### src/rtl/t1_maint_pkg.sv
package t1_maint_pkg;

  // control register field positions (decoded by software)
  localparam int unsigned CTRL_AIS_BIT  = 7;
  localparam int unsigned CTRL_PSE_BIT  = 6;
  localparam int unsigned CTRL_LDN_BIT  = 5;
  localparam int unsigned CTRL_LUP_BIT  = 4;
  localparam int unsigned CTRL_PWDN_BIT = 3;
  localparam int unsigned CTRL_HIZ_BIT  = 2;

  localparam int unsigned LOOP_DN_LEN = 3;
  localparam int unsigned LOOP_UP_LEN = 5;

  typedef enum logic [1:0] {
    LOOP_NONE = 2'd0,
    LOOP_DN   = 2'd1,
    LOOP_UP   = 2'd2
  } loop_sel_e;

  typedef struct packed {
    logic pse;
    logic ldn;
    logic lup;
    logic pwdn;
    logic hiz;
  } ctrl_fields_t;

  function automatic loop_sel_e pick_loop(input ctrl_fields_t f);
    if (f.lup)      return LOOP_UP;
    else if (f.ldn) return LOOP_DN;
    else            return LOOP_NONE;
  endfunction

endpackage

### src/rtl/t1_ctrl_regs.sv
module t1_ctrl_regs
  import t1_maint_pkg::*;
#(
  parameter int unsigned DATA_W    = 8,
  parameter int unsigned ADDR_W    = 2,
  parameter int unsigned GAIN_W    = 5,
  parameter int unsigned CTRL_ADDR = 0,
  parameter int unsigned GAIN_ADDR = 1
) (
  input  logic              clk,
  input  logic              rst,
  input  logic [ADDR_W-1:0] addr,
  input  logic              we,
  input  logic              re,
  input  logic [DATA_W-1:0] wdata,
  output logic [DATA_W-1:0] rdata,
  input  logic              ais_present,
  output ctrl_fields_t      fields,
  output logic              irq_mask,
  output logic              alarm_st,
  output logic [GAIN_W-1:0] eq_gain,
  output logic              ctrl_wr,
  output logic              rd_ctrl,
  output logic              irq
);

  localparam logic [ADDR_W-1:0] A_CTRL = ADDR_W'(CTRL_ADDR);
  localparam logic [ADDR_W-1:0] A_GAIN = ADDR_W'(GAIN_ADDR);

  logic gain_wr;
  logic [DATA_W-1:0] ctrl_view;
  logic [DATA_W-1:0] gain_view;
  logic unused_wbits;

  assign ctrl_wr = we && (addr == A_CTRL);
  assign gain_wr = we && (addr == A_GAIN);
  assign rd_ctrl = re && (addr == A_CTRL);

  // only the named fields and the low gain bits are stored
  assign unused_wbits = ^{wdata[1:0], wdata[DATA_W-1:GAIN_W]};

  always_ff @(posedge clk) begin
    if (rst) begin
      fields   <= '0;
      irq_mask <= 1'b0;
    end else if (ctrl_wr) begin
      irq_mask    <= wdata[CTRL_AIS_BIT];
      fields.pse  <= wdata[CTRL_PSE_BIT];
      fields.ldn  <= wdata[CTRL_LDN_BIT];
      fields.lup  <= wdata[CTRL_LUP_BIT];
      fields.pwdn <= wdata[CTRL_PWDN_BIT];
      fields.hiz  <= wdata[CTRL_HIZ_BIT];
    end
  end

  always_ff @(posedge clk) begin
    if (rst)
      eq_gain <= '0;
    else if (gain_wr)
      eq_gain <= wdata[GAIN_W-1:0];
  end

  // alarm latch: set while present, cleared by a read once the condition is gone
  always_ff @(posedge clk) begin
    if (rst)
      alarm_st <= 1'b0;
    else if (ais_present)
      alarm_st <= 1'b1;
    else if (rd_ctrl)
      alarm_st <= 1'b0;
  end

  always_ff @(posedge clk) begin
    if (rst)
      irq <= 1'b0;
    else
      irq <= alarm_st & ~irq_mask;
  end

  always_comb begin
    ctrl_view = '0;
    ctrl_view[CTRL_AIS_BIT]  = alarm_st;
    ctrl_view[CTRL_PSE_BIT]  = fields.pse;
    ctrl_view[CTRL_LDN_BIT]  = fields.ldn;
    ctrl_view[CTRL_LUP_BIT]  = fields.lup;
    ctrl_view[CTRL_PWDN_BIT] = fields.pwdn;
    ctrl_view[CTRL_HIZ_BIT]  = fields.hiz;
    gain_view = '0;
    gain_view[GAIN_W-1:0] = eq_gain;
  end

  always_ff @(posedge clk) begin
    if (rst)
      rdata <= '0;
    else if (re) begin
      if (addr == A_CTRL)      rdata <= ctrl_view;
      else if (addr == A_GAIN) rdata <= gain_view;
      else                     rdata <= '0;
    end
  end

endmodule

### src/rtl/t1_ais_detect.sv
module t1_ais_detect #(
  parameter int unsigned ONES_THRESH = 2048
) (
  input  logic clk,
  input  logic rst,
  input  logic pwdn,
  input  logic rx_en,
  input  logic rx_bit,
  output logic ais_present
);

  localparam int unsigned CNT_W = (ONES_THRESH > 1) ? $clog2(ONES_THRESH) : 1;
  localparam logic [CNT_W-1:0] LAST = CNT_W'(ONES_THRESH - 1);

  logic [CNT_W-1:0] run_cnt;

  always_ff @(posedge clk) begin
    if (rst || pwdn) begin
      run_cnt     <= '0;
      ais_present <= 1'b0;
    end else if (rx_en) begin
      if (!rx_bit) begin
        run_cnt     <= '0;
        ais_present <= 1'b0;
      end else if (run_cnt == LAST) begin
        ais_present <= 1'b1;
      end else begin
        run_cnt <= run_cnt + 1'b1;
      end
    end
  end

endmodule

### src/rtl/t1_loop_gen.sv
module t1_loop_gen
  import t1_maint_pkg::*;
#(
  parameter int unsigned PH_W = 3
) (
  input  logic      clk,
  input  logic      rst,
  input  logic      tx_en,
  input  logic      restart,
  input  loop_sel_e sel,
  input  logic      hiz,
  input  logic      tx_data_in,
  output logic      tx_bit,
  output logic      tx_oe
);

  localparam logic [PH_W-1:0] DN_LAST = PH_W'(LOOP_DN_LEN - 1);
  localparam logic [PH_W-1:0] UP_LAST = PH_W'(LOOP_UP_LEN - 1);

  logic [PH_W-1:0] phase;
  logic [PH_W-1:0] last_ph;
  logic            next_bit;

  // each code is zeros ending in a single one
  always_comb begin
    case (sel)
      LOOP_DN: last_ph = DN_LAST;
      LOOP_UP: last_ph = UP_LAST;
      default: last_ph = '0;
    endcase
    if (sel == LOOP_NONE) next_bit = tx_data_in;
    else                  next_bit = (phase == last_ph);
  end

  always_ff @(posedge clk) begin
    if (rst)
      phase <= '0;
    else if (restart)
      phase <= '0;
    else if (tx_en) begin
      if (sel == LOOP_NONE || phase >= last_ph) phase <= '0;
      else                                      phase <= phase + 1'b1;
    end
  end

  always_ff @(posedge clk) begin
    if (rst)
      tx_bit <= 1'b0;
    else if (tx_en)
      tx_bit <= next_bit;
  end

  always_ff @(posedge clk) begin
    if (rst) tx_oe <= 1'b1;
    else     tx_oe <= ~hiz;
  end

endmodule

### src/rtl/t1_maint_ctrl.sv
module t1_maint_ctrl
  import t1_maint_pkg::*;
#(
  parameter int unsigned DATA_W      = 8,
  parameter int unsigned ADDR_W      = 2,
  parameter int unsigned GAIN_W      = 5,
  parameter int unsigned ONES_THRESH = 2048,
  parameter int unsigned PH_W        = 3
) (
  input  logic              clk,
  input  logic              rst,
  input  logic [ADDR_W-1:0] bus_addr,
  input  logic              bus_we,
  input  logic              bus_re,
  input  logic [DATA_W-1:0] bus_wdata,
  output logic [DATA_W-1:0] bus_rdata,
  input  logic              rx_en,
  input  logic              rx_bit,
  input  logic              tx_en,
  input  logic              tx_data_in,
  output logic              tx_bit,
  output logic              tx_oe,
  output logic              irq,
  output logic              rx_pwdn,
  output logic              pulse_shape_en,
  output logic [GAIN_W-1:0] eq_gain
);

  ctrl_fields_t ctrl_f;
  logic         irq_mask;
  logic         alarm_st;
  logic         ctrl_wr;
  logic         rd_ctrl;
  logic         ais_present;
  loop_sel_e    loop_sel;

  t1_ctrl_regs #(
    .DATA_W(DATA_W), .ADDR_W(ADDR_W), .GAIN_W(GAIN_W),
    .CTRL_ADDR(0), .GAIN_ADDR(1)
  ) u_regs (
    .clk(clk), .rst(rst), .addr(bus_addr), .we(bus_we), .re(bus_re),
    .wdata(bus_wdata), .rdata(bus_rdata), .ais_present(ais_present),
    .fields(ctrl_f), .irq_mask(irq_mask), .alarm_st(alarm_st),
    .eq_gain(eq_gain), .ctrl_wr(ctrl_wr), .rd_ctrl(rd_ctrl), .irq(irq)
  );

  t1_ais_detect #(.ONES_THRESH(ONES_THRESH)) u_ais (
    .clk(clk), .rst(rst), .pwdn(ctrl_f.pwdn), .rx_en(rx_en),
    .rx_bit(rx_bit), .ais_present(ais_present)
  );

  assign loop_sel = pick_loop(ctrl_f);

  t1_loop_gen #(.PH_W(PH_W)) u_loop (
    .clk(clk), .rst(rst), .tx_en(tx_en), .restart(ctrl_wr),
    .sel(loop_sel), .hiz(ctrl_f.hiz), .tx_data_in(tx_data_in),
    .tx_bit(tx_bit), .tx_oe(tx_oe)
  );

  assign rx_pwdn        = ctrl_f.pwdn;
  assign pulse_shape_en = ctrl_f.pse;

endmodule

### config.mk
export PLATFORM = sky130hd
export DESIGN_NAME = t1_maint_ctrl
export DESIGN_NICKNAME = d
export VERILOG_FILES = /design/src/rtl/t1_maint_pkg.sv /design/src/rtl/t1_ctrl_regs.sv /design/src/rtl/t1_ais_detect.sv /design/src/rtl/t1_loop_gen.sv /design/src/rtl/t1_maint_ctrl.sv
export SDC_FILE = /design/constraint.sdc
export NUM_CORES = 1
export LEC_CHECK = 0
export BUFFER_PORTS_ARGS = -buffer_cell sky130_fd_sc_hd__buf_4
export CAP_MARGIN = 25
export CORE_UTILIZATION = 36
export CTS_CLUSTER_SIZE = 12
export DETAILED_ROUTE_END_ITERATION = 8
export HOLD_SLACK_MARGIN = 0.06
export SYNTH_ARGS = -nofsm -noshare
export SYNTH_HDL_FRONTEND = slang
export SYNTH_SLANG_ARGS = --single-unit
export TNS_END_PERCENT = 50
### constraint.sdc
create_clock -name clk -period 2.2 [get_ports clk]
set_input_delay 0.11 -clock clk [delete_from_list [all_inputs] [get_ports clk]]
set_output_delay 0.11 -clock clk [all_outputs]
set_load 0.02 [all_outputs]
==> qor.txt, run 1 <==
run status: completed
number of distinct library cells after synthesis: 49
post-route setup TNS: 0 ns
maximum VDD drop: 0.190 mV
initial antenna violation count: 0
Final Skew: 0.00671 ns
max-slew violations: 0
Setup Buffers After CTS: 0
Synth Instances: 195
Initial Util: 37.2%
ys flop type: dfxtp_1
Post-synth ARST share: 0%
Initial DRC Count: 44
vias in the first global route: 1443
Power Density: 595 nW/um2
worst hold path type: primary input to register
Static Leak: 0.000824 uW
sequential area share after synthesis: 43.3%
core area: 4720 um2
#FFs+latches synth: 38
Worst path max stage delay: 0.40 ns
NumNets Final: 253
Clock Tree Root: clkbuf_8
clock slew at reported path FFs: 0.07 ns
htree depth: 2
Clock Sink Count: 38
Register Area: 761 um2
first-pass iteration count of the detailed router: 4
GR Util All Layers: 16.2%
RSZ-0062 raised after global routing: false
CP Capture Type: register
CTS tree: built
max cap viols: 0
CP max FO: 4
Synth Warn #: 0
Cell Area, Synth: 1760 um2
I/O pin cnt: 36
# rows: 25
gr ovfl total: 0
Via density: 5.19
Post-DP HPWL: 2.82 mm
f_max: 0.605 GHz
Hold Buf Count CTS: 3
arrival time worst endpoint: 1.85 ns
Synth Area per Inst: 9.01 um2
via count: 1548
largest net degree at the start of global routing: 31
WHS: 0.0729 ns
WS Path Type: register to register
min Tclk post-route: 1.65 ns
fraction of layout cells with a size suffix above 1: 21.6%
count of flip-flops with a built-in enable after synthesis: 0
final WL: 3.93 mm
CP Cell Sequence: nor2b_1, ha_1, and3b_1, o41a_1, nor4_1
Req. time, crit path: 2.40 ns
Slew @ Worst Pin: 0.587 ns
TritonCTS buffer count: 5
area of the multi-input gates: 917 um2
Die Y: 71.9 um
CTS resizes: 0
Setup Viol. Count Final: 0
wire per inst: 13.2 um
slowest stage cell on the critical path: o41a_1
Skew-Pair Late Insertion Delay: 0.29 ns
Rel. slew slack: 60.4%
crit start category: register
Final Hold Vio Count: 0
Die W: 71.9 um
Routed Antenna Nets: 0
syn_nets: 217
CTS Buffer Depth: 2
first-pass GRT wire length: 6.59 mm
Area Overhead vs Synth: 23.4%
antenna cells: 0
filler instances: 480
fin crit share: 75.1%
port bufs: 35
die area: 5160 um2
routability cong.: 0.791
DRC: 0
[final cells by class]
cell class              instances  share of cell area (%)
clock inverters                 2                   0.462
flip-flops and latches         38                    35.1
inverters                       7                    1.21
well taps                      67                    3.87
clock buffers                   5                    3.18
repair buffers                 39                    13.9
multi-input cells             140                    42.3
[sequential cells by signal, summed over array words and instances (netlist names)]
signal             count
u_regs.fields          5
u_loop.tx_bit          1
u_regs.rdata           8
u_regs.alarm_st        1
u_regs.irq             1
u_loop.phase           3
u_ais.run_cnt         11
u_regs.eq_gain         5
u_ais.ais_present      1
u_loop.tx_oe           1
u_regs.irq_mask        1
[critical path: cells and delay by family, from the launching register on]
| kind | cells | cell delay, ns |
|---|---|---|
| simple gates | 3 | 0.56 |
| compound gates | 1 | 0.40 |
| flops | 1 | 0.37 |
| fa+ha+maj | 1 | 0.23 |
[layout by cell type, fill, tap and decap left out, types with 2 or more instances in the layout]
cell type	instances
a21oi_1	17
a211oi_1	4
dfxtp_1	38
nand4_1	2
buf_4	36
ha_1	4
xor2_1	3
and2_1	2
nor3b_1	2
nand3_1	14
nor2_1	17
a31oi_1	2
dlygate4sd3_1	3
a41oi_1	3
nor2b_1	8
clkinv_2	2
mux2i_1	8
inv_1	7
nand2b_1	5
nand2_1	13
clkbuf_8	5
and3_1	3
nor4_1	6
mux2_2	3
[metal layers]
metal  part of all wire, %  vias up  track usage [%]
li1                      -      782                -
met1                    46      727             19.9
met2                    48       34             27.4
met3                   4.5        5             4.36
met4                   1.5        0             5.88
met5                     0        -                0
[synth_stat cells (3+ instances only)]
master / count / share of area, %
a211oi_1: 4 / 1.7
a21oi_1: 17 / 4.8
a41oi_1: 3 / 1.5
and3_1: 3 / 1.1
buf_1: 3 / 0.64
buf_2: 3 / 0.85
dfxtp_1: 38 / 43
ha_1: 4 / 2.8
inv_1: 7 / 1.5
mux2_2: 3 / 1.9
mux2i_1: 8 / 4.6
nand2_1: 13 / 2.8
nand2b_1: 5 / 1.8
nand3_1: 14 / 4.0
nor2_1: 17 / 3.6
nor2b_1: 8 / 2.8
nor4_1: 6 / 2.1
xor2_1: 3 / 1.5
[cells by family after synthesis]
logic type / share of synthesized area, %
adders and majority gates: 2.85
xor gates and xnor gates: 1.99
buffers and inverters: 4.49
AOI/OAI and AO/OA: 14.0
muxes: 6.48
and+or+nand+nor: 26.9
DFF: 43.3
[stage by stage]
stage | setup WS (ns) | total power, uW | area, um2 | std cells | utilization (%)
after floorplan | 0.664 | 796 | 1760 | 195 | -
after global placement | 0.597 | 848 | 2060 | 288 | 43.6
after detailed placement | 0.544 | 849 | 2060 | 288 | 43.6
after CTS | 0.534 | 1310 | 2170 | 298 | 45.9
after global routing | 0.351 | 1360 | 2170 | 298 | 45.9
final | 0.547 | 1290 | 2170 | 298 | 45.9
[power by group]
group | leakage, uW | switching (uW) | internal (uW)
clock network | 0.0000438 | 240 | 213
registers | 0.000308 | 11.2 | 700
logic | 0.000473 | 66.1 | 59.2
total | 0.000824 | 317 | 972
[path summary, 6_finish.rpt]
check                     endpoint              from  cells past startpoint  slack, ns
setup / recovery   u_loop.phase[1]  u_regs.fields[3]                      5       0.55
hold / removal    u_regs.fields[0]      bus_wdata[2]                      3       0.07
setup reg to reg   u_loop.phase[1]  u_regs.fields[3]                      5       0.55
hold reg to reg       u_loop.tx_oe  u_regs.fields[0]                      1       0.42
Note: power is estimated with default switching activity, not from simulation.
==> run 2, diff against run 1 <==
--- a/config.mk
+++ b/config.mk
@@ -5,6 +5,7 @@
 export SDC_FILE = /design/constraint.sdc
 export NUM_CORES = 1
 export LEC_CHECK = 0
+export ABC_AREA = 1
 export BUFFER_PORTS_ARGS = -buffer_cell sky130_fd_sc_hd__buf_4
 export CAP_MARGIN = 25
 export CORE_UTILIZATION = 36
==> constraint.sdc (replaced) <==
create_clock -name clk -period 1.5 [get_ports clk]
set_input_delay 0.075 -clock clk [delete_from_list [all_inputs] [get_ports clk]]
set_output_delay 0.075 -clock clk [all_outputs]
set_load 0.02 [all_outputs]
==> run 2 against run 1 <==
  * Area after synthesis grew 1.4%
  * Critical endpoint is now u_ais.run_cnt[7]
  * Highest routed layer unchanged
  * Via count up 7.0%
  * Largest cell class unchanged
  * Critical path type unchanged
  * Power rose by 59%
==> qor.txt, run 2 <==
Routed Antenna Nets: 0
R2R setup slack: 0.13 ns
fin crit share: 91.5%
Die W: 72.3 um
Slew @ Worst Pin: 0.407 ns
max cap viols: 0
Skew-Pair Late Insertion Delay: 0.29 ns
Req. time, crit path: 1.69 ns
WS Path Type: register to register
final core utilization: 48.7%
vias in the first global route: 1433
Final Non-Filler Cells: 361
Final WS setup: 0.128 ns
#FFs+latches synth: 38
syn_nets: 265
port bufs: 35
final WL: 3.95 mm
worst hold path type: primary input to register
arrival time worst endpoint: 1.56 ns
TritonCTS buffer count: 5
post-synth top area cell: dfxtp_1
Biggest register: u_ais.run_cnt
Post-synth ARST share: 0%
CP max FO: 10
Final Hold Vio Count: 0
max reg flops: 11
synth top area cells: dfxtp_1 43%, nand2_1 12%, inv_1 6.1%
clock slew at reported path FFs: 0.08 ns
via count: 1657
core area: 4750 um2
ys flop type: dfxtp_1
GR Util All Layers: 16.4%
placed cells: 346
antenna cells: 0
most frequent cells in the layout: 56 x nand2_1, 41 x buf_4, 37 x dfxtp_1, 29 x inv_1, 28 x nor2_1
most common cell after layout, fill and taps aside: nand2_1
Synth Warn #: 0
Die Y: 72.3 um
Via density: 4.59
Setup Buffers After CTS: 0
first-pass iteration count of the detailed router: 4
number of distinct library cells after synthesis: 26
Cell Area, Synth: 1780 um2
run status: completed
sequential area share after synthesis: 42.7%
most common cell in the synthesized netlist: nand2_1
Clock Sink Count: 38
Rel. slew slack: 72.8%
Power Density: 886 nW/um2
Clock Tree Root: clkbuf_8
count of flip-flops with a built-in enable after synthesis: 0
first-pass GRT wire length: 6.64 mm
maximum VDD drop: 0.325 mV
wire per inst: 10.9 um
NumNets Final: 315
fraction of layout cells with a size suffix above 1: 21.1%
Setup WS pre-CTS: 0.0506 ns
htree depth: 2
crit start category: register
post-route setup TNS: 0 ns
Post-DP HPWL: 2.90 mm
I/O pin cnt: 36
routability cong.: 0.799
# rows: 25
Synth Area per Inst: 7.33 um2
DRC: 0
CP Capture Type: register
Area Overhead vs Synth: 29.9%
largest net degree at the start of global routing: 15
largest registers: u_ais.run_cnt: 11 flops, u_regs.rdata: 8 flops
Initial Util: 37.4%
gr ovfl total: 0
CTS Buffer Depth: 2
design area: 2310 um2
max-slew violations: 0
Post-DP Area: 2140 um2
initial antenna violation count: 0
Initial DRC Count: 86
f_max: 0.729 GHz
CTS tree: built
min Tclk post-route: 1.37 ns
Final Skew: 0.00576 ns
post-synth top area share: 42.7%
Setup Viol. Count Final: 0
Synth Instances: 243
RSZ-0062 raised after global routing: false
Static Leak: 0.000963 uW
die area: 5230 um2
Synth top cells by count: 56 x nand2_1, 38 x dfxtp_1, 29 x inv_1
==> run 2: worst max-delay path, stage by stage (launching register included) <==
cell and delay [ns]:
dfxtp_1 0.36, ha_2 0.20, nand2_2 0.07, nor2_4 0.16, nand3_4 0.14, nand2_8 0.13, nand2_8 0.08, nor2_1 0.09
nor2_1 0.05
==> run 2: cells by family after synthesis <==
group                      synth area share (%)
AOI/OAI and AO/OA                          13.4
DFF                                        42.7
xor gates and xnor gates                   1.48
and+or+nand+nor                            31.8
buffers and inverters                      7.87
adders and majority gates                  2.81
==> run 2: final timing paths <==
kind,from,end,cells after the start
setup / recovery,u_ais.run_cnt[1],u_ais.run_cnt[7],8
hold / removal,bus_wdata[5],u_regs.fields[3],3
setup reg to reg,u_ais.run_cnt[1],u_ais.run_cnt[7],8
hold reg to reg,u_regs.fields[0],u_loop.tx_oe,1
==> run 2: through the flow <==
stage / hold slack [ns] / power [uW]
after CTS: 0.0618 / 2080
final: 0.0623 / 2050
after global placement: 0.333 / 1320
after detailed placement: 0.339 / 1320
after global routing: 0.0728 / 2150
after floorplan: 0.227 / 1220
==> run 2: what timing repair did <==
action	CTS	global route
endpoints found under the hold margin	14	0
gates resized for setup	0	3
hold buffers	7	0
endpoints found under the setup margin	0	7
==> run 2: metal layers <==
layer | global-route usage (%) | routed length [um] | part of all wire [%]
met1 | 23.4 | 1990 | 50
met2 | 23.1 | 1730 | 44
met3 | 4.72 | 181 | 4.6
met4 | 6.54 | 40 | 1.0
met5 | 0 | 0 | 0
==> run 2: where the power goes <==
part           total (uW)  switching, uW  internal, uW
Combinational         256            142           114
Clock                 736            366           369
Sequential           1060           21.5          1040
==> run 2: layout make-up <==
| cell class | instances | area [um2] |
|---|---|---|
| inverters | 30 | 113 |
| repair buffers | 48 | 378 |
| fillers | 511 | 2440 |
| well taps | 67 | 83.8 |
| clock inverters | 2 | 12.5 |
| flip-flops and latches | 38 | 762 |
| clock buffers | 6 | 82.6 |
| multi-input cells | 170 | 882 |
==> run 3, diff against run 2 <==
--- a/config.mk
+++ b/config.mk
@@ -5,7 +5,6 @@
 export SDC_FILE = /design/constraint.sdc
 export NUM_CORES = 1
 export LEC_CHECK = 0
-export ABC_AREA = 1
 export BUFFER_PORTS_ARGS = -buffer_cell sky130_fd_sc_hd__buf_4
 export CAP_MARGIN = 25
 export CORE_UTILIZATION = 36
==> run 3 against run 2 <==
  * Worst setup slack lost 0.15 ns
  * Flip-flop and latch count is the same
  * Count of clock-buffer cells in the layout shrank 1
  * The run now ends with setup timing left
  * Power shrank 6.8%
  * Largest power group unchanged
  * Non-clock buffer count grew 12
  * Critical path type unchanged
  * Combinational power shrank 14%
==> qor.txt, run 3 (same netlist as run 1, synthesis figures left out) <==
NumNets Final: 274
Final Hold Vio Count: 0
Hold Path Stages: 2
CTS tree: built
Worst R2R Path Depth: 5
run status: finished with violations
RSZ-0062 raised after global routing: true
arrival time worst endpoint: 1.72 ns
port bufs: 35
Final Non-Filler Cells: 319
first-pass GRT wire length: 6.90 mm
Req. time, crit path: 1.70 ns
gr ovfl total: 0
die area: 5160 um2
area of the multi-input gates: 938 um2
routability cong.: 0.841
FF-to-FF Start: u_regs.fields[3]
crit start category: register
Initial DRC Count: 81
max-slew violations: 0
Design Power: 1910 uW
Die Y: 71.9 um
initial antenna violation count: 0
htree depth: 2
DRC: 0
post-route setup TNS: -0.0336 ns
max cap viols: 0
Clock Sink Count: 38
failing checks: setup timing
Skew-Pair Late Insertion Delay: 0.29 ns
placed cells: 303
TritonCTS buffer count: 5
maximum VDD drop: 0.536 mV
# rows: 25
Final WS setup: -0.0176 ns
filler instances: 461
Hold Crit Endpoint: u_regs.eq_gain[4]
Clk network pwr share: 34.1%
largest registers: u_ais.run_cnt: 11 flops, u_regs.rdata: 8 flops
Routed Antenna Nets: 0
CP max FO: 3
Sw Pwr: 461 uW
Via density: 5.08
total internal power: 1450 uW
HP Start: rst
R2R Path End: u_loop.phase[2]
Static Leak: 0.000926 uW
sequential share of power: 54.3%
Setup Buffers After CTS: 0
f_max: 0.659 GHz
via count: 1620
most common cell after layout, fill and taps aside: buf_4
Final Skew: 0.00846 ns
switch share: 24.1%
Setup WS pre-CTS: -0.0672 ns
Logic pwr share: 11.6%
largest net degree at the start of global routing: 17
first-pass iteration count of the detailed router: 4
final core utilization: 50.0%
Setup Viol. Count Final: 2
max reg flops: 11
vias in the first global route: 1501
worst hold path type: primary input to register
Biggest register: u_ais.run_cnt
GR Util All Layers: 17.3%
WS Path Type: register to register
CTS Buffer Depth: 2
final WL: 4.08 mm
Initial Util: 37.2%
Post-DP HPWL: 2.95 mm
Rel. slew slack: 61.2%
fraction of layout cells with a size suffix above 1: 27.8%
antenna cells: 0
fin crit share: 101%
Clock Tree Root: clkbuf_8
wire per inst: 12.8 um
Area Overhead vs Synth: 34.5%
Power Density: 809 nW/um2
CP Capture Type: register
min Tclk post-route: 1.52 ns
I/O pin cnt: 36
Die W: 71.9 um
Register Area: 762 um2
R2R setup slack: -0.02 ns
most frequent cells in the layout: 51 x buf_4, 37 x dfxtp_1, 17 x nor2_1, 17 x a21oi_1
core area: 4720 um2
clock slew at reported path FFs: 0.08 ns
Slew @ Worst Pin: 0.578 ns
## run 3: cell types whose count changed in the layout (fill, tap and decap cells not counted), sizes merged, moves of 10 or more
cell / before / now
nor2: 33 / 17
buf: 41 / 51
inv: 29 / 7
o21ai: 14 / 2
nand2: 61 / 13
## run 3: layer usage
layer / routed length, um / global-route usage, %
met1: 1890 / 21.1
met2: 1990 / 29.6
met3: 136 / 3.80
met4: 64 / 6.54
met5: 0 / 0
## run 3: what timing repair did
item	in CTS	in global routing
endpoints found under the setup margin	3	4
gates resized for setup	0	6
hold buffers	9	0
pin swaps	3	0
hold endpoints to repair	12	0
## run 3: power by group through the flow
stage                     clock network [uW]  logic, uW  registers, uW
final                                    652        221           1040
after global routing                     729        242           1040
after CTS                                685        220           1040
after detailed placement                   0        201           1060
after global placement                     0        200           1060
after floorplan                            0       92.5           1070
## run 3: critical path, stage by stage (launching register included)
cell and delay, ns:
dfxtp_1 0.32, nor2b_2 0.15, ha_1 0.25, and3b_1 0.19
o41a_1 0.36, nor4_1 0.17
## run 3: how the worst max path moves through the flow
stage	slack, ns	cells past startpoint	to	from
2_1_floorplan	0.02	5	u_loop.phase[0]	u_regs.fields[3]
3_3_place_gp	-0.005	5	u_loop.phase[2]	u_regs.fields[3]
3_5_place_dp	-0.07	5	u_loop.phase[2]	u_regs.fields[3]
4_1_cts	-0.02	5	u_loop.phase[2]	u_regs.fields[3]
5_1_grt	-0.09	5	u_loop.phase[1]	u_loop.phase[1]
6_report	-0.02	5	u_loop.phase[2]	u_regs.fields[3]
## run 3: through the flow
| step | area (um2) | hold slack (ns) |
|---|---|---|
| floorplan | 1760 | 0.222 |
| global placement | 2170 | 0.318 |
| detailed placement | 2170 | 0.321 |
| CTS | 2340 | 0.0766 |
| global route | 2360 | 0.0814 |
| finish | 2360 | 0.0772 |
## run 3: layout make-up
class	instances	area share, %
Inverter	7	1.11
Multi-Input combinational cell	140	39.7
Clock buffer	5	2.91
Timing Repair Buffer	60	20.0
Sequential cell	38	32.3
Clock inverter	2	0.424
Tap cell	67	3.55
